### config.mk
export PLATFORM = sky130hd
export DESIGN_NAME = lin_brk_gen
export DESIGN_NICKNAME = d
export VERILOG_FILES = /design/src/rtl/lin_brk_pkg.sv /design/src/rtl/lin_brk_dp.sv /design/src/rtl/lin_brk_ctrl.sv /design/src/rtl/lin_brk_gen.sv
export SDC_FILE = /design/constraint.sdc
export NUM_CORES = 1
export LEC_CHECK = 0
export ABC_AREA = 1
export BUFFER_PORTS_ARGS = -buffer_cell sky130_fd_sc_hd__buf_2
export CORE_UTILIZATION = 35
export CTS_BUF_LIST = sky130_fd_sc_hd__clkbuf_8 sky130_fd_sc_hd__clkbuf_16
export DETAILED_ROUTE_END_ITERATION = 16
export SYNTH_ARGS = -nofsm -noshare
export SYNTH_HDL_FRONTEND = slang
export SYNTH_HIERARCHICAL = 1
export SYNTH_SLANG_ARGS = --single-unit
### constraint.sdc
create_clock -name clk -period 2.8 [get_ports clk]
set_input_delay 0.14 -clock clk [delete_from_list [all_inputs] [get_ports clk]]
set_output_delay 0.14 -clock clk [all_outputs]
set_load 0.03 [all_outputs]
### src/rtl/lin_brk_pkg.sv
package lin_brk_pkg;
  typedef enum logic [1:0] {
    ST_IDLE  = 2'd0,
    ST_BREAK = 2'd1,
    ST_DELIM = 2'd2
  } brkState_t;

  // strobes from control to datapath
  typedef struct packed {
    logic load;       // capture widths and divisor, clear counters
    logic run;        // advance prescaler and bit counter
    logic phaseHigh;  // select delimiter width for end-of-phase compare
    logic phaseEnd;   // current phase finishes this clock
  } brkStrobes_t;
endpackage

### src/rtl/lin_brk_dp.sv
module lin_brk_dp
  import lin_brk_pkg::*;
#(
  parameter int CFG_W     = 8,
  parameter int DIV_W     = 16,
  parameter int LOW_FW    = 4,
  parameter int HIGH_FW   = 2,
  parameter int LOW_BASE  = 13,
  parameter int HIGH_BASE = 1
) (
  input  logic             clk,
  input  logic             rstN,
  input  logic             resetMode,
  input  logic             cfgWrEn,
  input  logic [CFG_W-1:0] cfgWrData,
  output logic [CFG_W-1:0] cfgRdData,
  input  logic [DIV_W-1:0] divisor,
  input  brkStrobes_t      strb,
  output logic             bitTick,
  output logic             lastBit
);
  localparam int USED_W = LOW_FW + HIGH_FW;
  localparam int CNT_W  = $clog2(LOW_BASE + (1 << LOW_FW) + 1);

  logic [CFG_W-1:0] cfgReg;
  logic [CNT_W-1:0] lowWidth, highWidth, curWidth;
  logic [DIV_W-1:0] divLatched, presc, divEff;
  logic [CNT_W-1:0] bitCnt;

  always_ff @(posedge clk or negedge rstN) begin
    if (!rstN) begin
      cfgReg <= '0;
    end else if (cfgWrEn && resetMode) begin
      cfgReg <= {{(CFG_W-USED_W){1'b0}}, cfgWrData[USED_W-1:0]};
    end
  end

  assign cfgRdData = cfgReg;
  assign divEff    = (divisor == '0) ? DIV_W'(1) : divisor;

  always_ff @(posedge clk or negedge rstN) begin
    if (!rstN) begin
      lowWidth   <= '0;
      highWidth  <= '0;
      divLatched <= DIV_W'(1);
    end else if (strb.load) begin
      lowWidth   <= CNT_W'(cfgReg[LOW_FW-1:0]) + CNT_W'(LOW_BASE);
      highWidth  <= CNT_W'(cfgReg[USED_W-1:LOW_FW]) + CNT_W'(HIGH_BASE);
      divLatched <= divEff;
    end
  end

  assign bitTick  = strb.run && (presc == divLatched - DIV_W'(1));
  assign curWidth = strb.phaseHigh ? highWidth : lowWidth;
  assign lastBit  = bitTick && (bitCnt == curWidth - CNT_W'(1));

  always_ff @(posedge clk or negedge rstN) begin
    if (!rstN) begin
      presc  <= '0;
      bitCnt <= '0;
    end else if (strb.load) begin
      presc  <= '0;
      bitCnt <= '0;
    end else if (strb.run) begin
      if (bitTick) begin
        presc  <= '0;
        bitCnt <= strb.phaseEnd ? '0 : bitCnt + CNT_W'(1);
      end else begin
        presc <= presc + DIV_W'(1);
      end
    end
  end
endmodule

### src/rtl/lin_brk_ctrl.sv
module lin_brk_ctrl
  import lin_brk_pkg::*;
(
  input  logic        clk,
  input  logic        rstN,
  input  logic        txStart,
  input  logic        bitTick,
  input  logic        lastBit,
  output brkStrobes_t strb,
  output logic        txLine,
  output logic        busy,
  output logic        done
);
  brkState_t state, stateNext;

  always_comb begin
    stateNext = state;
    case (state)
      ST_IDLE:  if (txStart) stateNext = ST_BREAK;
      ST_BREAK: if (lastBit) stateNext = ST_DELIM;
      ST_DELIM: if (lastBit) stateNext = ST_IDLE;
      default:  stateNext = ST_IDLE;
    endcase
  end

  always_ff @(posedge clk or negedge rstN) begin
    if (!rstN) state <= ST_IDLE;
    else       state <= stateNext;
  end

  always_comb begin
    strb.load      = (state == ST_IDLE) && txStart;
    strb.run       = (state != ST_IDLE);
    strb.phaseHigh = (state == ST_DELIM);
    strb.phaseEnd  = lastBit;
  end

  assign txLine = (state != ST_BREAK);
  assign busy   = (state != ST_IDLE);
  assign done   = (state == ST_DELIM) && lastBit && bitTick;
endmodule

### src/rtl/lin_brk_gen.sv
module lin_brk_gen
  import lin_brk_pkg::*;
#(
  parameter int CFG_W = 8,
  parameter int DIV_W = 16
) (
  input  logic             clk,
  input  logic             rstN,
  input  logic             resetMode,
  input  logic             cfgWrEn,
  input  logic [CFG_W-1:0] cfgWrData,
  output logic [CFG_W-1:0] cfgRdData,
  input  logic [DIV_W-1:0] divisor,
  input  logic             txStart,
  output logic             txLine,
  output logic             busy,
  output logic             done
);
  brkStrobes_t strb;
  logic bitTick, lastBit;

  lin_brk_ctrl u_ctrl (
    .clk(clk), .rstN(rstN), .txStart(txStart),
    .bitTick(bitTick), .lastBit(lastBit), .strb(strb),
    .txLine(txLine), .busy(busy), .done(done)
  );

  lin_brk_dp #(.CFG_W(CFG_W), .DIV_W(DIV_W)) u_dp (
    .clk(clk), .rstN(rstN), .resetMode(resetMode),
    .cfgWrEn(cfgWrEn), .cfgWrData(cfgWrData), .cfgRdData(cfgRdData),
    .divisor(divisor), .strb(strb), .bitTick(bitTick), .lastBit(lastBit)
  );
endmodule

Word level (Yosys, flattened, before mapping)
Cells that the tools add are included.

word-level totals
  bits in registers = 55
  logic and storage cells = 47
  output and inout port bits = 11
  input port bits = 29

cells by class
  eq/ne operators = 8
  add/sub/neg operators = 6
  mux-type cells = 13
  reduce and logical (&&, ||, !) cells = 13

operators with widths
  operator                                                count
  2-to-1 mux 16 bit                                       4
  2-to-1 mux 5 bit                                        5
  adder 16 x 1 -> 16 bit (second input constant)          1
  == test 16 bit                                          1
  logical NOT 16 bit                                      1
  subtractor 16 x 1 -> 16 bit (second input constant)     1
  logical AND 1 bit                                       6
  2-to-1 mux 2 bit                                        3
  case mux 2 bit (3 select lines)                         1
  nonzero test 2 bit                                      3
  adder 4 x 4 -> 5 bit (second input constant)            1
  adder 5 x 1 -> 5 bit (second input constant)            1
  == test 5 bit                                           1
  subtractor 5 x 1 -> 5 bit (second input constant)       1
  inequality test 2 x 1 -> 1 bit (second input constant)  2
  inequality test 2 bit (second input constant)           2
  adder 2 x 1 -> 3 bit (second input constant)            1
  AND reduction 3 bit                                     1
  == test 2 x 1 -> 1 bit (second input constant)          1
  == test 2 bit (second input constant)                   1
  logical NOT 2 bit                                       1
  AND reduction 2 bit                                     1

Longest topological paths before layout
  depth after elaboration = 9
  mapped depth = 16
  mapped depth without buffers = 15

Hierarchy
The synthesis kept the hierarchy.

by module, submodules not included
  module        area each (µm²)  cells an instance  seq. area each (µm²)  instances
  lin_brk_dp    3269.4           448                1277.5                1
  lin_brk_ctrl  135.1            21                 50.0                  1

Worst setup path before layout
No wires, ideal clock.

  path type = register to output
  from = register u_dp.divLatched[0]
  to = output port done
  arrival time = 2420 ps
  required time = 2660 ps
  path buffers = 0
  stages on the path, launching flop included = 13
  setup slack = 240 ps
  cells stage by stage = dfstp_2 -> inv_1 -> ha_1 -> xnor2_1 -> nor3_1 -> nand2_1 -> nor2_1 -> nand2_1 -> nor3_4 -> nand2_4 -> nor2_1 -> nand2_1 -> nor2_1

on the way
  cells in the longest elaborated chain, start to end = 6

RTL lines
  what                             line                text
  start: declaration               lin_brk_dp.sv:27    logic [DIV_W-1:0] divLatched, presc, divEff;
  start signal: assignment         lin_brk_dp.sv:49    divLatched <= divEff;
  subtractor 16 x 1 -> 16 bit      lin_brk_dp.sv:53    assign bitTick = strb.run && (presc == divLatched - DIV_W'(1));
  == test 16 bit                   lin_brk_dp.sv:53
  logical AND 1 bit                lin_brk_dp.sv:53
  logical AND 1 bit                lin_brk_dp.sv:55    assign lastBit = bitTick && (bitCnt == curWidth - CNT_W'(1));
  net lastBit                      lin_brk_gen.sv:20   logic bitTick, lastBit;
  logical AND 1 bit (2 in series)  lin_brk_ctrl.sv:40  assign done = (state == ST_DELIM) && lastBit && bitTick;
  end: declaration                 lin_brk_gen.sv:17   output logic done

The timed path passes the listed nets, and every way through them passes these cells.

Final worst setup path
  from = register u_dp.divLatched[0]
  to = output port done

on the way
  cells in the longest elaborated chain, start to end = 6

RTL lines
  what                             line
  subtractor 16 x 1 -> 16 bit (*)  lin_brk_dp.sv:53
  == test 16 bit (*)               lin_brk_dp.sv:53
  logical AND 1 bit (*)            lin_brk_dp.sv:53
  net bitTick                      lin_brk_gen.sv:20
  logical AND 1 bit                lin_brk_dp.sv:55
  logical AND 1 bit                lin_brk_ctrl.sv:40
  logical AND 1 bit (*)            lin_brk_ctrl.sv:40

The timed path passes the listed nets; every way through them passes the cells marked *.

==> run metrics <==
status=completed; Worst EP arrival=2.50 ns; area occupied by multi-input gates=0.00187 mm^2; ANT cells=0; Setup-failing EPs final=0; routed len/inst=12.5 um; Worst Skew=between 0.007 and 0.008 ns; Cells after Synth=~470; Worst Setup Path Type=reg2out; Period minus WS final=around 2.6 ns; number of global-route vias before repair=~2,900; FF+latch count, synth=53; # Max-Cap Violations=0; P&R area growth vs syn=17.1%; via count=3,087; Req. time, crit path=2.66 ns; Post-DP Area=0.00372 mm^2; H-tree depth=2; full die area=0.0101 mm^2; initial antenna violation count=0; fin area=0.00399 mm^2; Seq/Total Area, Yosys=39.0%; Total Routing Usage GR=17.0%; core area=~0.0093 mm^2; CTS Root Cell=clkbuf_8; Worst Path Max Fanout=8; global route overflow=0; clk_lat worst skew=0.32 ns; CTS tree=done; TritonCTS sink count=53; post-route ant nets=0; Hold Slack=0.0323 ns; Fillers=between 900 and 1,000; fin nets=555; P_leak=0.00199 uW; register area=0.00133 mm^2; die width=101 um; Post-Syn Area=0.00340 mm^2; placed insts=628; total power=1360 uW; Final Cycle Share=94.3%; worst rel slew slack=52.3%; post-synth cell types=37; final wirelength=8140 um; Starting Density=36.5%; non-filler cells, final=650; PwrDens=342 mW/mm^2; Initial DRC Count=138; FP Rows=35; drt via density=4.75; Final Hold Fails=0; drt pass-1 iters=4; DRC Markers=0; Slew @ Worst Pin=~0.71 ns; Syn Area/Cell=7.26 um^2; ratio of cells with drive above 1 in the final layout=18.8%; IO Count=40; count of input and output buffers=35; crit end category=primary output; gpl congestion=approximately 0.84; Post-DP HPWL=6140 um; Tightest Hold Check Type=in2reg; maximum clock frequency=around 380 MHz; pin count of the biggest net entering global routing=36; fin. max-slew vios=0; CTS buffer count=5; yosys warns=6; startpoint types=flip-flop; CTS clock-pin slew for the worst setup and hold paths=0.11 ns; Die Ht=101 um; maximum vdd ir drop=0.000197 V; RSZ-0062 raised after global routing=true; first-pass GRT wire length=approximately 13,000 um; clock buffer depth=2
[cells in the final DEF (no fill, tap or decap), drive strengths merged, types with 6 or more instances in the layout]
cell	instances
nand4	13
xnor2	12
a21oi	6
ha	6
nor2	71
buf	54
nand3	30
nand2	142
dfrtp	52
o21ai	24
xor2	23
inv	53
[synth_stat cells, drive strengths merged]
cell,count,area share (%)
buf,6,1.5
xnor2,12,3.1
nor3b,1,0.22
or2,2,0.37
conb,1,0.11
nor3,5,1.1
nand3,30,4.7
mux2,4,1.3
nand2,142,16
mux2i,1,0.29
dfrtp,52,38
clkbuf,6,0.70
a41oi,1,0.26
a31oi,1,0.18
xor2,23,5.9
nor4,5,0.92
ha,6,2.2
a22oi,1,0.22
a21oi,6,0.88
nand4,13,2.4
o21ai,24,3.5
clkinv,1,0.11
dfstp,1,0.77
nor2,71,8.6
nand3b,2,0.44
inv,52,5.7
[worst paths after layout]
| path | start | endpoint | slack, ns | cells past startpoint |
|---|---|---|---|---|
| worst max-delay path | u_dp/divLatched[0]$_DFFE_PN1P_ | done | 0.16 | 14 |
| worst min-delay path | divisor[8] | u_dp/divLatched[8]$_DFFE_PN0P_ | 0.03 | 3 |
| worst max register to register | u_ctrl/state[0]$_DFFE_PN0P_ | u_ctrl/state[1]$_DFFE_PN0P_ | 0.57 | 14 |
| worst min register to register | u_dp/lowWidth[1]$_DFFE_PN0P_ | u_dp/lowWidth[1]$_DFFE_PN0P_ | 0.49 | 2 |
| max in group asynchronous | rstN | u_dp/divLatched[0]$_DFFE_PN1P_ | 1.70 | 3 |
| min in group asynchronous | rstN | u_dp/divLatched[6]$_DFFE_PN0P_ | 0.28 | 2 |
[metal layers]
| metal | GRT usage, % | up-vias | part of all wire [%] |
|---|---|---|---|
| met5 | 0 | - | 0 |
| met4 | 6.13 | 0 | 2.3 |
| met3 | 2.57 | 12 | 3.3 |
| met2 | 26.7 | 64 | 44 |
| met1 | 23.9 | 1437 | 50 |
| li1 | - | 1574 | - |
[layout make-up]
| type | instances | area share, % |
|---|---|---|
| flip-flops and latches | 53 | 33.3 |
| repair buffers | 55 | 8.38 |
| well taps | 129 | 4.05 |
| clock inverters | 3 | 0.628 |
| multi-input cells | 352 | 46.9 |
| inverters | 53 | 4.99 |
| clock buffers | 5 | 1.73 |
[through the flow]
stage / util (%) / setup TNS (ns) / worst slack, ns
CTS: 41.4 / 0 / 0.0157
global placement: 39.8 / 0 / 0.261
global route: 42.7 / -0.0354 / -0.0354
floorplan: - / 0 / 0.240
finish: 42.7 / 0 / 0.160
detailed placement: 39.8 / 0 / 0.207
[state kept, by name, summed over array words and instances, names as in the netlist]
signal	cells
u_ctrl/state	2
u_dp/presc	16
u_dp/bitCnt	5
u_dp/lowWidth	5
u_dp/cfgRdData	6
u_dp/divLatched	16
u_dp/highWidth	3
[worst max-delay path, stage by stage, from the launching register on]
cell and delay (ns):
dfstp_2 0.55, inv_2 0.06, ha_4 0.21, xnor2_1 0.14, nor3_1 0.14, nand2_1 0.08, nor2_1 0.08, nand2_1 0.09
nor3_4 0.24, nand2_4 0.08, buf_6 0.15, inv_1 0.05, nand2_1 0.04, nor2_1 0.10, buf_4 0.16
[cells by family (layout without fill, tap and decap cells)]
family	after synthesis	after routing	share of synthesized area [%]
other	1	2	0.110
AOI/OAI and AO/OA	33	33	5.07
DFF	53	53	39.0
xor gates and xnor gates	35	35	9.00
and+or+nand+nor	271	271	35.0
adders and majority gates	6	6	2.21
muxes	5	5	1.62
buffers and inverters	65	116	8.01
[timing repair]
action | CTS | global route
hold buffers | 1 | 0
hold endpoints to repair | 18 | 0
resized for setup | 7 | 16
pin swaps | 1 | 8
endpoints found under the setup margin | 1 | 1
buffers inserted | 2 | 11
[report_power, final]
group | switching (uW) | total [uW] | internal, uW
Sequential | 10.7 | 788 | 777
Clock | 283 | 464 | 181
Combinational | 72.0 | 111 | 38.6
Power figures use the tool's default switching activity.
